==> src/rtl/fdiv_pkg.sv <==
package fdiv_pkg;
  localparam int WORD_W    = 32;
  localparam int EXP_W     = 8;
  localparam int HI_FRAC_W = 7;
  localparam int LO_FRAC_W = 16;
  localparam int FRAC_W    = HI_FRAC_W + LO_FRAC_W;
  localparam int MANT_W    = FRAC_W + 1;
  localparam int GUARD_W   = 2;
  localparam int QUO_W     = MANT_W + GUARD_W;
  localparam int REM_W     = MANT_W + 1;
  localparam int CNT_W     = $clog2(QUO_W + 1);
  localparam int EXT_W     = EXP_W + 3;
  localparam int EXP_LSB   = HI_FRAC_W;
  localparam int SIGN_POS  = EXP_LSB + EXP_W;
  localparam int LO_LSB    = WORD_W - LO_FRAC_W;
  localparam int EXP_BIAS  = 1 << (EXP_W - 1);
  localparam int EXP_MAX   = (1 << EXP_W) - 1;

  typedef struct packed {
    logic              sign;
    logic [EXP_W-1:0]  expo;
    logic [MANT_W-1:0] mant;
  } fop_t;

  typedef enum logic [1:0] {RK_DIV, RK_ZERO, RK_DZ, RK_RSVD} rkind_t;
  typedef enum logic [1:0] {ST_IDLE, ST_ITER, ST_PACK} st_t;
endpackage

==> src/rtl/fdiv_unpack.sv <==
module fdiv_unpack
  import fdiv_pkg::*;
(
  input  logic [WORD_W-1:0] word_i,
  output fop_t              op_o,
  output logic              zero_o,
  output logic              rsvd_o
);
  logic exp_nz;

  assign op_o.sign = word_i[SIGN_POS];
  assign op_o.expo = word_i[SIGN_POS-1:EXP_LSB];
  assign op_o.mant = {1'b1, word_i[HI_FRAC_W-1:0], word_i[WORD_W-1:LO_LSB]};
  assign exp_nz    = |word_i[SIGN_POS-1:EXP_LSB];
  assign zero_o    = !exp_nz && !word_i[SIGN_POS];
  assign rsvd_o    = !exp_nz && word_i[SIGN_POS];
endmodule

==> src/rtl/fdiv_step.sv <==
module fdiv_step
  import fdiv_pkg::*;
(
  input  logic [REM_W-1:0]  rem_i,
  input  logic [MANT_W-1:0] dvs_i,
  input  logic [QUO_W-1:0]  quo_i,
  output logic [REM_W-1:0]  rem_o,
  output logic [QUO_W-1:0]  quo_o
);
  logic             ge;
  logic [REM_W-1:0] dvs_ext;
  logic [REM_W-1:0] diff;

  assign dvs_ext = {1'b0, dvs_i};
  assign ge      = rem_i >= dvs_ext;
  assign diff    = ge ? rem_i - dvs_ext : rem_i;
  // diff < divisor, so the doubled remainder never overflows REM_W
  assign rem_o   = diff << 1;
  assign quo_o   = {quo_i[QUO_W-2:0], ge};
endmodule

==> src/rtl/fdiv_pack.sv <==
module fdiv_pack
  import fdiv_pkg::*;
(
  input  logic                    sign_i,
  input  logic signed [EXT_W-1:0] exp_i,
  input  logic [QUO_W-1:0]        quo_i,
  input  logic [CNT_W-1:0]        cnt_i,
  input  logic                    unf_en_i,
  output logic [WORD_W-1:0]       word_o,
  output logic                    ovf_o,
  output logic                    unf_o
);
  localparam logic signed [EXT_W-1:0] EMAX_S = EXT_W'(EXP_MAX);
  localparam logic signed [EXT_W-1:0] ZERO_S = '0;

  logic [CNT_W-1:0]        shamt;
  logic [QUO_W-1:0]        qj, qn;
  logic                    hi_ok, carry, ovf, uflow;
  logic [MANT_W:0]         msum;
  logic [MANT_W-1:0]       mant;
  logic signed [EXT_W-1:0] e1, e2;
  logic                    unused_bits;

  // justify by the number of steps actually run
  assign shamt = CNT_W'(QUO_W) - cnt_i;
  assign qj    = quo_i << shamt;
  assign hi_ok = qj[QUO_W-1];
  assign qn    = hi_ok ? qj : qj << 1;
  assign e1    = exp_i - EXT_W'(!hi_ok);

  assign msum  = {1'b0, qn[QUO_W-1:GUARD_W]} + (MANT_W+1)'(qn[GUARD_W-1]);
  assign carry = msum[MANT_W];
  assign mant  = carry ? msum[MANT_W:1] : msum[MANT_W-1:0];
  assign e2    = e1 + EXT_W'(carry);

  assign ovf   = e2 > EMAX_S;
  assign uflow = e2 <= ZERO_S;

  assign word_o = (ovf || uflow) ? '0 :
                  {mant[LO_FRAC_W-1:0], sign_i, e2[EXP_W-1:0], mant[FRAC_W-1:LO_FRAC_W]};
  assign ovf_o  = ovf;
  assign unf_o  = uflow && unf_en_i;

  assign unused_bits = ^{qn[GUARD_W-2:0], mant[MANT_W-1]};
endmodule

==> src/rtl/fdiv_seq.sv <==
module fdiv_seq
  import fdiv_pkg::*;
(
  input  logic              clk_i,
  input  logic              rst_ni,
  input  logic              start_i,
  input  logic [WORD_W-1:0] dividend_i,
  input  logic [WORD_W-1:0] divisor_i,
  input  logic              unf_en_i,
  output logic [WORD_W-1:0] result_o,
  output logic              done_o,
  output logic              dzero_o,
  output logic              rsvd_o,
  output logic              ovf_o,
  output logic              unf_o
);
  st_t                     state_q;
  rkind_t                  kind_q, kind_d;
  fop_t                    dvd_op, dvs_op;
  logic                    dvd_zero, dvd_rsvd, dvs_zero, dvs_rsvd;

  logic [REM_W-1:0]        rem_q, rem_nx;
  logic [MANT_W-1:0]       dvs_q;
  logic [QUO_W-1:0]        quo_q, quo_nx;
  logic [CNT_W-1:0]        cnt_q;
  logic                    sign_q, unf_en_q;
  logic signed [EXT_W-1:0] exp_q, exp_start;
  logic                    last_step, exact;

  logic [WORD_W-1:0]       pk_word;
  logic                    pk_ovf, pk_unf;

  logic [WORD_W-1:0]       result_q;
  logic                    done_q, dz_q, rsvd_q, ovf_q, unf_q;

  fdiv_unpack u_unp_dvd (
    .word_i (dividend_i),
    .op_o   (dvd_op),
    .zero_o (dvd_zero),
    .rsvd_o (dvd_rsvd)
  );

  fdiv_unpack u_unp_dvs (
    .word_i (divisor_i),
    .op_o   (dvs_op),
    .zero_o (dvs_zero),
    .rsvd_o (dvs_rsvd)
  );

  fdiv_step u_step (
    .rem_i (rem_q),
    .dvs_i (dvs_q),
    .quo_i (quo_q),
    .rem_o (rem_nx),
    .quo_o (quo_nx)
  );

  fdiv_pack u_pack (
    .sign_i   (sign_q),
    .exp_i    (exp_q),
    .quo_i    (quo_q),
    .cnt_i    (cnt_q),
    .unf_en_i (unf_en_q),
    .word_o   (pk_word),
    .ovf_o    (pk_ovf),
    .unf_o    (pk_unf)
  );

  assign exp_start = EXT_W'(dvd_op.expo) - EXT_W'(dvs_op.expo) + EXT_W'(EXP_BIAS + 1);
  assign last_step = cnt_q == CNT_W'(QUO_W - 1);
  assign exact     = rem_nx == '0;

  always_comb begin
    if (dvd_rsvd || dvs_rsvd) kind_d = RK_RSVD;
    else if (dvs_zero)        kind_d = RK_DZ;
    else if (dvd_zero)        kind_d = RK_ZERO;
    else                      kind_d = RK_DIV;
  end

  always_ff @(posedge clk_i or negedge rst_ni) begin
    if (!rst_ni) begin
      state_q  <= ST_IDLE;
      kind_q   <= RK_DIV;
      rem_q    <= '0;
      dvs_q    <= '0;
      quo_q    <= '0;
      cnt_q    <= '0;
      sign_q   <= 1'b0;
      exp_q    <= '0;
      unf_en_q <= 1'b0;
      result_q <= '0;
      done_q   <= 1'b0;
      dz_q     <= 1'b0;
      rsvd_q   <= 1'b0;
      ovf_q    <= 1'b0;
      unf_q    <= 1'b0;
    end else begin
      done_q <= 1'b0;
      case (state_q)
        ST_IDLE: begin
          if (start_i) begin
            kind_q   <= kind_d;
            rem_q    <= {1'b0, dvd_op.mant};
            dvs_q    <= dvs_op.mant;
            quo_q    <= '0;
            cnt_q    <= '0;
            sign_q   <= dvd_op.sign ^ dvs_op.sign;
            exp_q    <= exp_start;
            unf_en_q <= unf_en_i;
            state_q  <= (kind_d == RK_DIV) ? ST_ITER : ST_PACK;
          end
        end
        ST_ITER: begin
          rem_q <= rem_nx;
          quo_q <= quo_nx;
          cnt_q <= cnt_q + CNT_W'(1);
          if (exact || last_step) state_q <= ST_PACK;
        end
        ST_PACK: begin
          done_q   <= 1'b1;
          state_q  <= ST_IDLE;
          result_q <= '0;
          dz_q     <= 1'b0;
          rsvd_q   <= 1'b0;
          ovf_q    <= 1'b0;
          unf_q    <= 1'b0;
          case (kind_q)
            RK_RSVD: rsvd_q <= 1'b1;
            RK_DZ:   dz_q   <= 1'b1;
            RK_ZERO: ;
            default: begin
              result_q <= pk_word;
              ovf_q    <= pk_ovf;
              unf_q    <= pk_unf;
            end
          endcase
        end
        default: state_q <= ST_IDLE;
      endcase
    end
  end

  assign result_o = result_q;
  assign done_o   = done_q;
  assign dzero_o  = dz_q;
  assign rsvd_o   = rsvd_q;
  assign ovf_o    = ovf_q;
  assign unf_o    = unf_q;
endmodule

==> config.mk <==
export PLATFORM = sky130hd
export DESIGN_NAME = fdiv_seq
export DESIGN_NICKNAME = d
export VERILOG_FILES = /design/src/rtl/fdiv_pkg.sv /design/src/rtl/fdiv_unpack.sv /design/src/rtl/fdiv_step.sv /design/src/rtl/fdiv_pack.sv /design/src/rtl/fdiv_seq.sv
export SDC_FILE = /design/constraint.sdc
export NUM_CORES = 1
export LEC_CHECK = 0
export ABC_AREA = 1
export BUFFER_PORTS_ARGS = -buffer_cell sky130_fd_sc_hd__buf_2
export CAP_MARGIN = 15
export CELL_PAD_IN_SITES_DETAIL_PLACEMENT = 1
export CELL_PAD_IN_SITES_GLOBAL_PLACEMENT = 2
export CORE_UTILIZATION = 30
export DETAILED_ROUTE_END_ITERATION = 10
export GPL_TIMING_DRIVEN = 0
export PLACE_DENSITY_LB_ADDON = 0.1
export SLEW_MARGIN = 20
export SYNTH_ARGS = -nofsm -noshare
export SYNTH_HDL_FRONTEND = slang
export SYNTH_HIERARCHICAL = 1
export SYNTH_SLANG_ARGS = --single-unit
==> constraint.sdc <==
create_clock -name clk_i -period 6.3 [get_ports clk_i]
set_clock_uncertainty 0.2 [all_clocks]
set_input_delay 0.945 -clock clk_i [delete_from_list [all_inputs] [get_ports clk_i]]
set_output_delay 0.945 -clock clk_i [all_outputs]
set_load 0.01 [all_outputs]
==> results_dict.tcl <==
set metrics [dict create \
    clock_latency_ps 440 \
    syn2layout_area_growth_pct 15.3 \
    fin_setup_tns_ps 0 \
    root_buffer "clkbuf_16" \
    clkTransAtPathRegs_ps 60 \
    wire_per_inst_um 17.6 \
    final_nets 2115 \
    cp.required_ps 6440 \
    start_util_pct 30.4 \
    hold_class "input pin to asynchronous set/reset pin" \
    crit_path_end_kind "flop" \
    core-area_sq_um 40800 \
    cp_slowest_cell "dfrtp_2" \
    rr_worst_depth 38 \
    synth_warnings 6 \
    holdWs_ps 209 \
    period_share_pct 92.7 \
    final_cell_mix "nand2_1 (597), nand3_1 (218), inv_1 (192)" \
    syn_nets 2024 \
    final_common_cell "nand2_1" \
    ant_nets 0 \
    dieArea_sq_um 42100 \
    num_vias 12400 \
    cts_tree "built" \
    numCtsBuffers 17 \
    path_class "flop to flop" \
    finalHoldViolCount 0 \
    antenna_found_initial 0 \
    die_w_um 205 \
    worstMarginPinSlew_ps 746 \
    synth_top_family_by_area "simple AND/OR/NAND/NOR gates" \
    vias_per_cell 4.88 \
    synthCells 1903 \
    worstPathMaxFanout 10 \
    cts_max_path_buffers 2 \
    grtUsageTotal_pct 22.2 \
    gp_congestion 0.853 \
    ys_seq_area_share_pct 26.9 \
    dr.pass1.iters 4 \
    rows 74 \
    cts_max_level 4 \
    setup_viol 0 \
    avgSynthCellArea_sq_um 6.51 \
    synth_edf_count 0 \
    drt_iter0_drc 548 \
    grt_pass1_wl_um 71800 \
    finalWirelength_um 44600 \
    yosys.cell_types.count 50 \
    grt_pass1_vias 13100 \
    drv_slew 0 \
    synth.area.mux_share_pct 0 \
    dieHeight_um 205 \
    synth_seq_cells 133 \
    clock-sinks 133 \
    startpoint_type "flop" \
    relSlewSlack_pct 50.2 \
    hpwlAfterDp_um 36200 \
    synth_async_sr_flop_share_pct 100 \
    min_period_ps 5840 \
    synthSimpleGateAreaFrac_pct 41.7 \
    synthAdderAreaFrac_pct 5.53 \
    arrival_ps 5980 \
    post-route-drc-count 0 \
    drive_gt1_share_pct 18.9 \
    maxClockFrequency_mhz 171 \
    ys.flop_type "dfrtp_1" \
    io_buffer_count 58 \
    grt_max_degree 87 \
    reg2reg_slack_ps 460 \
    ios 105 \
    slowest_delay_ps 420 \
    grt.overflow.total 0 \
    drv_cap 0 \
    diodes 0 \
    crit_path_frequent_cell "nand3_1" \
    fillCellCount 5308 \
    status "completed" \
    netlist_area_sq_um 12400 \
    synth-compound-area-share_pct 8.06 \
    synth_xor_area_share_pct 2.33 \
]
[per-layer routing]
| metal | GRT usage (%) | routed length, um | up-vias |
|---|---|---|---|
| met5 | 0 | 0 | - |
| met4 | 5.26 | 678 | 0 |
| met3 | 2.95 | 1020 | 30 |
| met2 | 38.4 | 21900 | 144 |
| met1 | 28.9 | 21000 | 5997 |
| li1 | - | - | 6207 |
[state kept, by name, summed over array words and instances, names as in the netlist, 2 cells and up]
signal,cells
cnt_q,5
dvs_q,24
exp_q,10
kind_q,2
quo_q,26
rem_q,25
result_o,32
state_q,2
[metrics by stage]
stage	cell area, sq um	worst slack, ps	std cells	utilization [%]
after floorplan	12400	594	1903	-
after global placement	13300	-831	2493	32.7
after detailed placement	13400	-890	2494	32.8
after CTS	14100	37.4	2532	34.6
after global routing	14300	-4.84	2539	35.0
final	14300	457	2539	35.0
[final timing paths]
check                         start           end
min in group clk_i         dvs_q[7]      dvs_q[7]
max in group asynchronous    rst_ni  result_o[23]
setup reg to reg           cnt_q[0]  result_o[13]
setup / recovery           cnt_q[0]  result_o[13]
hold reg to reg            dvs_q[7]      dvs_q[7]
hold / removal               rst_ni      dvs_q[9]
[cells by family after synthesis]
logic type / after synthesis
other: 3
AND/OR/NAND/NOR: 1146
flip-flops: 133
buffers and inverters: 374
AO/OA/AOI/OAI: 161
adder cells (fa/ha/maj): 53
XOR/XNOR: 33
[what timing repair did]
| item | CTS | global route |
|---|---|---|
| pin swaps | 9 | 15 |
| gates resized for setup | 28 | 24 |
| cloned | 0 | 1 |
| hold buffers | 0 | 0 |
| endpoints found under the setup margin | 34 | 32 |
| setup buffers | 6 | 6 |
[cell usage after synthesis (all sizes together) (3+ instances only)]
cell type	number	area [sq um]
nand3	251	1420
nor3	19	116
nand2	626	2450
buf	147	1050
o21ai	61	320
a21oi	37	208
nand4	42	269
o22ai	27	169
fa	3	60.1
ha	50	626
clkbuf	16	60.1
xor2	25	219
nor2	196	828
conb	3	11.3
inv	210	796
dfrtp	133	3330
a22o	26	228
nand3b	7	56.3
o21a	3	22.5
xnor2	8	70.1
[final cells by class]
class	count	area, sq um	area share [%]
multi-input cells	1397	7330	51.3
flip-flops and latches	133	3330	23.3
plain buffers	163	1140	7.98
inverters	211	803	5.62
well taps	532	666	4.66
clock buffers	18	429	3.00
repair buffers	71	418	2.92
clock inverters	14	175	1.23
[worst max-delay path: cells and delay by family (launching register included)]
kind	cells	cell delay (ps)
xor+xnor	1	160
fa+ha+maj	6	1520
simple gates	20	2160
compound gates	2	170
buf+inv	9	1090
flops	1	420
Power is not shown: default switching activity piles up to over one toggle a cycle in this logic, so the estimate is an artifact.
